==> src/rtl/hexscan_pkg.sv <==
package hexscan_pkg;

    localparam int SEG_W = 7;

    typedef logic [SEG_W-1:0] seg_t;

    // Glyph for value zero, g..a with 1 = lit
    localparam seg_t GLYPH_ZERO = 7'b0111111;

endpackage

==> src/rtl/hex_glyph.sv <==
module hex_glyph
    import hexscan_pkg::*;
(
    input  logic [3:0] value_i,
    output seg_t       seg_o
);

    always_comb begin
        unique case (value_i)
            4'h0: seg_o = GLYPH_ZERO;
            4'h1: seg_o = 7'b0000110;
            4'h2: seg_o = 7'b1011011;
            4'h3: seg_o = 7'b1001111;
            4'h4: seg_o = 7'b1100110;
            4'h5: seg_o = 7'b1101101;
            4'h6: seg_o = 7'b1111101;
            4'h7: seg_o = 7'b0000111;
            4'h8: seg_o = 7'b1111111;
            4'h9: seg_o = 7'b1101111;
            4'hA: seg_o = 7'b1110111;
            4'hB: seg_o = 7'b1111100;
            4'hC: seg_o = 7'b0111001;
            4'hD: seg_o = 7'b1011110;
            4'hE: seg_o = 7'b1111001;
            default: seg_o = 7'b1110001;
        endcase
    end

endmodule

==> src/rtl/scan_counter.sv <==
module scan_counter #(
    parameter int DIGITS = 8,
    localparam int CNT_W = (DIGITS > 1) ? $clog2(DIGITS) : 1
) (
    input  logic             clk,
    input  logic             rst,
    input  logic             adv_i,
    output logic [CNT_W-1:0] cnt_o
);

    localparam logic [CNT_W-1:0] LAST = CNT_W'(DIGITS - 1);

    logic [CNT_W-1:0] cnt_d, cnt_q;

    always_comb begin
        cnt_d = cnt_q;
        if (adv_i) begin
            cnt_d = (cnt_q == LAST) ? '0 : cnt_q + 1'b1;
        end
    end

    always_ff @(posedge clk) begin
        if (rst) cnt_q <= '0;
        else     cnt_q <= cnt_d;
    end

    assign cnt_o = cnt_q;

endmodule

==> src/rtl/digit_store.sv <==
module digit_store #(
    parameter int DIGITS = 8,
    parameter int NIB_W  = 4,
    localparam int ADDR_W = (DIGITS > 1) ? $clog2(DIGITS) : 1
) (
    input  logic              clk,
    input  logic              rst,
    input  logic              wr_en,
    input  logic [ADDR_W-1:0] wr_addr,
    input  logic [NIB_W-1:0]  wr_data,
    input  logic [ADDR_W-1:0] rd_addr,
    output logic [NIB_W-1:0]  rd_data
);

    logic [NIB_W-1:0] ent_d [DIGITS];
    logic [NIB_W-1:0] ent_q [DIGITS];

    for (genvar i = 0; i < DIGITS; i++) begin : g_entry
        always_comb begin
            ent_d[i] = ent_q[i];
            if (wr_en && (wr_addr == ADDR_W'(i))) ent_d[i] = wr_data;
        end

        always_ff @(posedge clk) begin
            if (rst) ent_q[i] <= '0;
            else     ent_q[i] <= ent_d[i];
        end
    end

    assign rd_data = ent_q[rd_addr];

endmodule

==> src/rtl/hex_scan_display.sv <==
module hex_scan_display
    import hexscan_pkg::*;
#(
    parameter int DIGITS = 8,
    localparam int ADDR_W = (DIGITS > 1) ? $clog2(DIGITS) : 1,
    localparam int NIB_W  = 4
) (
    input  logic              clk,
    input  logic              rst,
    input  logic              scan_en,
    input  logic              wr_en,
    input  logic [ADDR_W-1:0] wr_addr,
    input  logic [NIB_W-1:0]  wr_data,
    output logic [SEG_W-1:0]  seg_o,
    output logic [DIGITS-1:0] dig_o
);

    typedef struct packed {
        seg_t              seg;
        logic [DIGITS-1:0] dig;
    } drive_t;

    logic [ADDR_W-1:0] scan_cnt;
    logic [NIB_W-1:0]  cur_nib;
    seg_t              cur_seg;
    drive_t            drv_d, drv_q;

    scan_counter #(.DIGITS(DIGITS)) u_cnt (
        .clk   (clk),
        .rst   (rst),
        .adv_i (scan_en),
        .cnt_o (scan_cnt)
    );

    digit_store #(.DIGITS(DIGITS), .NIB_W(NIB_W)) u_store (
        .clk     (clk),
        .rst     (rst),
        .wr_en   (wr_en),
        .wr_addr (wr_addr),
        .wr_data (wr_data),
        .rd_addr (scan_cnt),
        .rd_data (cur_nib)
    );

    hex_glyph u_glyph (
        .value_i (cur_nib),
        .seg_o   (cur_seg)
    );

    always_comb begin
        drv_d.seg = cur_seg;
        drv_d.dig = DIGITS'(1) << scan_cnt;
    end

    always_ff @(posedge clk) begin
        if (rst) begin
            drv_q.seg <= GLYPH_ZERO;
            drv_q.dig <= DIGITS'(1);
        end else begin
            drv_q <= drv_d;
        end
    end

    assign seg_o = drv_q.seg;
    assign dig_o = drv_q.dig;

endmodule

==> config.mk <==
export PLATFORM = sky130hd
export DESIGN_NAME = hex_scan_display
export DESIGN_NICKNAME = d
export VERILOG_FILES = /design/src/rtl/hexscan_pkg.sv /design/src/rtl/hex_glyph.sv /design/src/rtl/scan_counter.sv /design/src/rtl/digit_store.sv /design/src/rtl/hex_scan_display.sv
export SDC_FILE = /design/constraint.sdc
export NUM_CORES = 1
export LEC_CHECK = 0
export BUFFER_PORTS_ARGS = -buffer_cell sky130_fd_sc_hd__buf_4
export CORE_ASPECT_RATIO = 1.25
export CORE_MARGIN = 4
export CORE_UTILIZATION = 40
export DETAILED_ROUTE_END_ITERATION = 10
export PLACE_DENSITY = 0.57
export SKIP_LAST_GASP = 1
export SYNTH_ARGS = -nofsm -noshare
export SYNTH_HDL_FRONTEND = slang
export SYNTH_SLANG_ARGS = --single-unit
==> constraint.sdc <==
create_clock -name clk -period 6 [get_ports clk]
set_input_delay 0.6 -clock clk [delete_from_list [all_inputs] [get_ports clk]]
set_output_delay 0.6 -clock clk [all_outputs]
set_load 0.01 [all_outputs]
### After elaboration in Yosys (flattened, before gate mapping)

Memory sizes are Yosys's and may differ from the RTL's. A register that Yosys moved wholly into a read port is not among the register bits.
Index checks and enable logic that the tools add are counted.

* bits in registers: 11
* bits in writable memories: 32
* memory bits (read-only): 112
* bits of input ports: 11
* output and inout port bits: 15
* word-level logic and storage cells: 69
* memories: 2

Memories
* (name not given): depth 16, width 7, rd ports 1, clocked after memory_dff 1, write ports 0, RTL line hex_glyph.sv:9 `unique case (value_i)`
* u_store.ent_q: depth 8, width 4, rd ports 1, clocked after memory_dff 1, write ports 8, RTL line digit_store.sv:16 `logic [NIB_W-1:0] ent_q [DIGITS];`

* add/subtract/negate cells: 1
* equal/unequal tests: 16
* shift-type cells: 1
* mux-type cells: 22
* bitwise logic cells: 8
* reductions and logical operators: 17

Operators by type and width (count)
* 4-bit 2-to-1 mux: 16
* 2-bit AND reduction: 8
* 3-bit equality test (second input constant): 5
* 3-bit 2-to-1 mux: 3
* 1-bit logical AND: 8
* 1-bit != test (second input constant): 8
* 1-bit OR: 8
* 1-bit by 3-bit << shifter with 8-bit output (first input constant): 1
* 3-bit by 2-bit equality test with 1-bit output (second input constant): 2
* 3-bit by 1-bit adder with 3-bit output (second input constant): 1
* 3-bit by 1-bit equality test with 1-bit output (second input constant): 1
* 3-bit zero test: 1
* 1-bit 2-to-1 mux: 3

### Longest topological paths before layout

Gate-level depths: netlist of run 1.

* word-level depth: 5
* mapped depth: 8
* gate-level depth less buffers: 7

### Modules after synthesis

From an unflattened synthesis of run 1, not the netlist that was laid out.

* cells, all modules: 187
* area, all modules: 2391.0 um2

By module, submodules not included
* digit_store: times used 1, cells each 105, area each 1536.5 um2
* hex_scan_display: times used 1, cells each 36, area each 425.4 um2
* hex_glyph: times used 1, cells each 33, area each 287.8 um2
* scan_counter: times used 1, cells each 13, area each 141.4 um2

### Worst setup path before layout of run 1

No wires, ideal clock.

* path kind: reg2reg
* start point: register with a tool-made name
* end point: register, netlist name seg_o[3]
* setup time: 0.120 ns
* arrival: 2.154 ns
* required time: 5.880 ns
* path slack: 3.726 ns
* stages on the path, launching flop included: 9
* buffers on the path: 1
* path through: dfxtp_1 > buf_6 > mux4_1 > mux2_2 > inv_1 > ha_1 > nor3_1 > a21oi_1 > a211o_1

==> summary.txt, run 1 <==
Power
  • Leak: 1.13 nW
  • Flop pwr share: 57.4%
  • Total Power: 0.736 mW
  • Int Pwr: 0.547 mW
  • Clock power share: 26.8%
  • Peak supply drop: 0.000118 V
  • Combinational power share: 15.7%
  • Net switching power: 0.189 mW
  • Pwr per Cell Area: 257 nW/um^2
  • Sw Share: 25.7%

Setup path
  • Element type at the critical path start: flip-flop
  • Worst EP required: 6.21 ns
  • Cell Chain, Critical Path: mux4_1 > mux2_2 > inv_1 > ha_1 > nor3_1 > a21oi_1 > a211o_1
  • Slowest-stage cell, CP: dfxtp_1
  • Critical path arrival: 2.84 ns
  • CP Buf/Inv Count: 1
  • Slowest stage delay, CP: 0.66 ns
  • Type of element capturing the critical path: flip-flop
  • Crit path kind: reg -> reg
  • Worst-path fanout max: 10
  • CP top delay family: multiplexers

Placed design
  • Buffers added on ports: 25
  • Detailed placer's ending HPWL: 3490 um
  • Post-DP Area: 2780 sq um
  • Routability cong.: 0.848
  • Setup slack at placement: 3.35 ns
  • DP Cell Count: 308

Logic synthesis
  • Post-synth top area cell: edfxtp_1
  • Synth top area share: 38.0%
  • Syn nets: 227
  • Synth top area cells: edfxtp_1 38%, dfxtp_1 17%, and2_1 9.7%, ha_1 5.9%, mux4_1 4.2%
  • #FFs+latches synth: 53
  • Post-synth EDFFs: 32
  • Synth warn: 0
  • Syn Inst Count: 204
  • Fraction of registers with async set/reset: 0%
  • Register area share after synthesis: 54.7%
  • Mapped Area: 2530 sq um
  • Top FF cell, synth: edfxtp_1
  • Avg Cell Area, Syn: 12.4 sq um
  • Netlist cell types: 40

Route
  • Drt initial violations: 49
  • DRC Markers: 0
  • Total wire length: 4640 um
  • Vias/cell: 4.89
  • Remaining antenna violation count: 0
  • Routed len/inst: 14.7 um
  • DR pass1 iterations: 4
  • Vias: 1544

Die
  • Io pins: 26
  • Effective utilization at floorplan: 41.0%
  • Die Y: 96.9 um
  • Die X: 79.1 um
  • Die area: 7660 sq um
  • # rows: 32
  • Core Box Area: 6170 sq um

Outcome
  • Outcome: finished, final reports clean

Clocking
  • Reg clk slew, reported paths: 0.10 ns
  • Post-CTS Setup Inserts: 0
  • Htree depth: 2
  • Clock sink count: 53
  • Post-CTS sizing: 0
  • Root buffer cell: clkbuf_8
  • CTS Buf Count: 5
  • CTS Hold Buffers Added: 0
  • Worst skew pair latency: 0.30 ns
  • Clock Tree Buf Depth: 2
  • CTS tree: done

GRT
  • Pin count of the biggest net entering global routing: 26
  • GRT overflow: 0
  • Vias in the first global route: 1555
  • Met3 Use GR: 2.89%
  • Met2 GRT Util: 23.0%
  • Initial antenna violation count: 0
  • Met1 GRT Util: 15.4%
  • Most Used Layer, Global Route: met2
  • Tot GR Track Use: 13.0%
  • First-pass GRT wire length: 7670 um

STA
  • Final Hold Fails: 0
  • Final TNS setup: 0 ns
  • Slew headroom: 65.3%
  • Fmax: 380 MHz
  • Worst slew pin tran: 0.520 ns
  • Setup Skew: 0.00718 ns
  • Fin crit share: 43.9%
  • Max Slew Vio Count: 0
  • Final setup fails: 0
  • Final Critical Period: 2.63 ns
  • RSZ-0062 raised after global routing: false
  • Hold WS: 0.566 ns
  • PnR worst setup slack: 3.37 ns

Final layout
  • ANT cells: 0
  • Nets: 253
  • Final Non-Filler Cells: 316
  • Layout cell share with drive strength beyond 1: 17.7%
  • Post-route cell area: 2870 sq um
  • Final core utilization: 46.5%
  • Syn-to-layout area delta: 13.4%

Hold path
  • Hold_sp: u_cnt.cnt_o[2]$_SDFFE_PP0P_
  • Worst hold path type: reg -> reg

Job
  • Max Cap Violations: 0
==> state kept, by name, summed over array words and instances, names as in the netlist, named ones only <==
name	flops
u_cnt.cnt_o	3
u_store.ent_q	32
seg_o	7
dig_o	8
==> cell usage after synthesis, types with 5 or more instances <==
| cell type | count |
|---|---|
| and2_1 | 39 |
| edfxtp_1 | 32 |
| dfxtp_1 | 21 |
| nor2_1 | 18 |
| ha_1 | 12 |
| mux2i_1 | 8 |
| nand2_1 | 7 |
| nor3_1 | 6 |
| o21bai_1 | 6 |
| inv_1 | 5 |
| nand2b_1 | 5 |
==> cell type report <==
class,instances,area (sq um)
inverter,5,18.8
fill,617,3300
multi-input combinational,140,1090
sequential,53,1380
timing repair buffer,25,188
clock inverter,3,16.3
clock buffer,5,68.8
tap,85,106
==> power groups by stage <==
stage | logic [mW] | clock network, mW | registers (mW)
3_5_place_dp | 0.117 | 0 | 0.432
5_1_grt | 0.129 | 0.219 | 0.426
2_1_floorplan | 0.0797 | 0 | 0.429
3_3_place_gp | 0.116 | 0 | 0.432
4_1_cts | 0.117 | 0.203 | 0.423
6_report | 0.116 | 0.198 | 0.423
==> layer usage <==
| metal | part of all wire, % | up-vias | wire [um] |
|---|---|---|---|
| li1 | - | 775 | - |
| met1 | 41 | 728 | 1920 |
| met2 | 53 | 35 | 2460 |
| met3 | 4.1 | 6 | 189 |
| met4 | 1.5 | 0 | 70 |
| met5 | 0 | - | 0 |
==> worst register-to-register path: cells and delay by family (launching register included) <==
family          cells  cell delay, ns
fa+ha+maj           1            0.26
compound gates      2            0.34
mux                 2            0.96
flops               1            0.66
simple gates        1            0.19
buf+inv             1            0.14
==> cells by family after synthesis <==
group,Yosys count,share of synthesized area (%)
compound gates,27,7.97
mux,18,11.3
simple gates,83,17.8
fa+ha+maj,12,5.94
buf+inv,11,2.33
flops,53,54.7
==> worst paths after layout <==
kind	endpoint	slack, ns	depth (start not counted)
setup / recovery	seg_o[3]$_SDFF_PP1_	3.37	7
setup reg to reg	seg_o[3]$_SDFF_PP1_	3.37	7
hold reg to reg	dig_o[0]$_SDFF_PP1_	0.57	2
hold / removal	dig_o[0]$_SDFF_PP1_	0.57	2
==> cell usage in the layout, fill, tap and decap left out, types with 2 or more instances in the layout <==
cell,instances
and2_1,39
edfxtp_1,32
buf_4,25
dfxtp_1,21
nor2_1,18
ha_1,12
mux2i_1,8
nand2_1,7
o21bai_1,6
nor3_1,6
inv_1,5
nand2b_1,5
clkbuf_8,5
mux4_1,4
nor2b_1,4
a21o_1,4
mux2_2,3
a21oi_1,3
mux4_2,2
clkinv_1,2
Power figures use the tool's default switching activity.
==> run 2: changes to the inputs <==
--- a/config.mk
+++ b/config.mk
@@ -5,6 +5,7 @@
 export SDC_FILE = /design/constraint.sdc
 export NUM_CORES = 1
 export LEC_CHECK = 0
+export ABC_AREA = 1
 export BUFFER_PORTS_ARGS = -buffer_cell sky130_fd_sc_hd__buf_4
 export CORE_ASPECT_RATIO = 1.25
 export CORE_MARGIN = 4
==> constraint.sdc (replaced) <==
create_clock -name clk -period 2.74 [get_ports clk]
set_input_delay 0.274 -clock clk [delete_from_list [all_inputs] [get_ports clk]]
set_output_delay 0.274 -clock clk [all_outputs]
set_load 0.01 [all_outputs]
==> summary.txt, run 2 <==
Outcome
  • Outcome: finished, final reports clean

Die
  • Effective utilization at floorplan: 41.0% (about the same)
  • Die X: 78.9 um (-0.27%)
  • Die area: 7620 sq um (-0.54%)
  • # rows: 32 (unchanged)
  • Core Box Area: 6130 sq um (-0.65%)
  • Die Y: 96.6 um (-0.27%)
  • Io pins: 26 (unchanged)

Final layout
  • Layout cell share with drive strength beyond 1: 15.6% (-2.1 points)
  • Filler Cell Count: 574 (-7.0%)
  • Final core utilization: 47.0% (+0.55 points)
  • Syn-to-layout area delta: 14.7%
  • Nets: 336 (+33%)
  • Largest Register: u_store.ent_q
  • Final Non-Filler Cells: 399 (+26%)
  • Multi-input gate area: 940 sq um (-14%)
  • Commonest non-fill, non-tap cell in the layout: nand2_1
  • Post-route cell area: 2880 sq um (+0.52%)
  • Sequential cell area: 1380 sq um (unchanged)
  • Max reg flops: 32 (unchanged)
  • ANT cells: 0 (unchanged)
  • Most frequent cells in the layout: 64 x nand2_1, 55 x nor2_1, 33 x nand3_1, 32 x edfxtp_1, 31 x inv_1

Clocking
  • CTS tree: done
  • Worst skew pair latency: 0.30 ns (about the same)
  • Reg clk slew, reported paths: 0.09 ns (about the same)
  • CTS Buf Count: 5 (unchanged)
  • CTS Hold Buffers Added: 0 (unchanged)
  • Clock sink count: 53 (unchanged)
  • Post-CTS sizing: 0 (unchanged)
  • Clock Tree Buf Depth: 2 (unchanged)
  • Post-CTS Setup Inserts: 0 (unchanged)
  • Htree depth: 2 (unchanged)
  • Root buffer cell: clkbuf_8

Setup path
  • Slowest stage delay, CP: 0.52 ns (-0.14 ns)
  • Slowest-stage cell, CP: dfxtp_1
  • Worst-path fanout max: 12 (+2)
  • Crit path kind: reg -> reg
  • Reg2Reg Setup Slack: 0.69 ns (-2.67 ns)
  • CP top delay family: simple AND/OR/NAND/NOR gates
  • CP Buf/Inv Count: 2 (+1)
  • Type of element capturing the critical path: flip-flop
  • Element type at the critical path start: flip-flop
  • Most common cell on crit path: nand2_1
  • Critical path arrival: 2.25 ns (-0.59 ns)
  • Worst EP required: 2.95 ns (-3.26 ns)
  • Cell Chain, Critical Path: buf_4 > nor2_1 > o21ai_0 > nand2_1 > nand2_1 > inv_1 > ha_1 > nand2_1 > nand3_1 > nand2_1 > nand2_1

GRT
  • Vias in the first global route: 1784 (+15%)
  • First-pass GRT wire length: 8180 um (+6.8%)
  • Tot GR Track Use: 13.7% (+0.63 points)
  • Pin count of the biggest net entering global routing: 18 (-31%)
  • GRT overflow: 0 (unchanged)
  • Initial antenna violation count: 0 (unchanged)

Logic synthesis
  • Synth warn: 0 (unchanged)
  • Avg Cell Area, Syn: 8.82 sq um (-29%)
  • Top cells by count, synth: 64 x nand2_1, 55 x nor2_1, 33 x nand3_1
  • Syn Inst Count: 285 (+40%)
  • Netlist cell types: 23 (-43%)
  • #FFs+latches synth: 53 (unchanged)
  • Synth top area share: 38.2% (+0.23 points)
  • Top FF cell, synth: edfxtp_1
  • Register area share after synthesis: 55.0% (+0.33 points)
  • Mapped Area: 2510 sq um (-0.59%)
  • Most common cell in the synthesized netlist: nand2_1
  • Post-synth top area cell: edfxtp_1
  • Syn nets: 308 (+36%)
  • Synth top area cells: edfxtp_1 38%, dfxtp_1 17%, nand2_1 9.6%, nor2_1 8.2%, nand3_1 6.6%
  • Post-synth EDFFs: 32 (unchanged)
  • Fraction of registers with async set/reset: 0% (unchanged)

Placed design
  • DP Cell Count: 391 (+27%)
  • Post-DP Area: 2770 sq um (-0.36%)
  • Detailed placer's ending HPWL: 3790 um (+8.4%)
  • Buffers added on ports: 25 (unchanged)
  • Routability cong.: 0.858 (+1.1%)
  • Setup slack at placement: 0.704 ns (-2.65 ns)

Power
  • Peak supply drop: 0.000304 V (+160%)
  • Pwr per Cell Area: 602 nW/um^2 (+130%)
  • Leak: 1.28 nW (+14%)
  • Total Power: 1.74 mW (+140%)

STA
  • Final TNS setup: 0 ns (unchanged)
  • Max Slew Vio Count: 0 (unchanged)
  • Fmax: 489 MHz (+29%)
  • Final Critical Period: 2.05 ns (-0.587 ns)
  • Fin crit share: 74.7% (+31 points)
  • Setup Skew: 0.00533 ns (-0.00185 ns)
  • RSZ-0062 raised after global routing: false
  • Worst slew pin tran: 0.524 ns (+0.00377 ns)
  • Final Hold Fails: 0 (unchanged)
  • Final setup fails: 0 (unchanged)
  • Slew headroom: 64.7% (-0.57 points)
  • Hold WS: 0.188 ns (-0.378 ns)
  • PnR worst setup slack: 0.694 ns (-2.67 ns)

Route
  • DRC Markers: 0 (unchanged)
  • Vias/cell: 4.54 (-7.1%)
  • DR pass1 iterations: 4 (unchanged)
  • Remaining antenna violation count: 0 (unchanged)
  • Drt initial violations: 88 (+80%)
  • Vias: 1811 (+17%)
  • Total wire length: 4790 um (+3.2%)
  • Routed len/inst: 12.0 um (-18%)

Job
  • Max Cap Violations: 0 (unchanged)

Hold path
  • Hold_sp: rst
  • Worst hold path type: in -> reg
[run 2: where the power goes]
part	internal (mW)	switching, mW	leakage, nW
Sequential	0.905	0.0295	0.482
Clock	0.237	0.249	0.0525
Combinational	0.118	0.196	0.747
Total	1.26	0.475	1.28
[run 2: metal layers]
layer,up-vias,global-route usage (%),share of wire (%)
li1,967,-,-
met1,808,17.4,45
met2,29,23.0,49
met3,7,2.33,3.6
met4,0,5.16,1.8
met5,-,0,0
[run 2: worst reg2reg max path, stage by stage, from the launching register on]
cell and delay [ns]:
dfxtp_1 0.52, buf_4 0.24, nor2_1 0.06, o21ai_0 0.18
nand2_1 0.07, nand2_1 0.16, inv_1 0.12, ha_1 0.31
nand2_1 0.09, nand3_1 0.08, nand2_1 0.07, nand2_1 0.04
[run 2: cell families after synthesis]
logic type	Yosys count	share of synthesized area, %
adder cells (fa/ha/maj)	12	5.98
flip-flops	53	55.0
AND/OR/NAND/NOR	163	28.1
buffers and inverters	41	7.62
AO/OA/AOI/OAI	16	3.29
[run 2: final timing paths]
| path | end | cells after the start |
|---|---|---|
| setup / recovery | seg_o[3]$_SDFF_PP1_ | 11 |
| hold / removal | u_cnt.cnt_o[1]$_SDFFE_PP0P_ | 2 |
| setup reg to reg | seg_o[3]$_SDFF_PP1_ | 11 |
| hold reg to reg | dig_o[0]$_SDFF_PP1_ | 1 |
[run 2: layout make-up]
class / count / share of cell area, %
well taps: 85 / 3.69
flip-flops and latches: 53 / 47.9
multi-input cells: 191 / 32.6
clock inverters: 2 / 0.564
clock buffers: 6 / 3.26
inverters: 35 / 4.91
repair buffers: 27 / 7.03
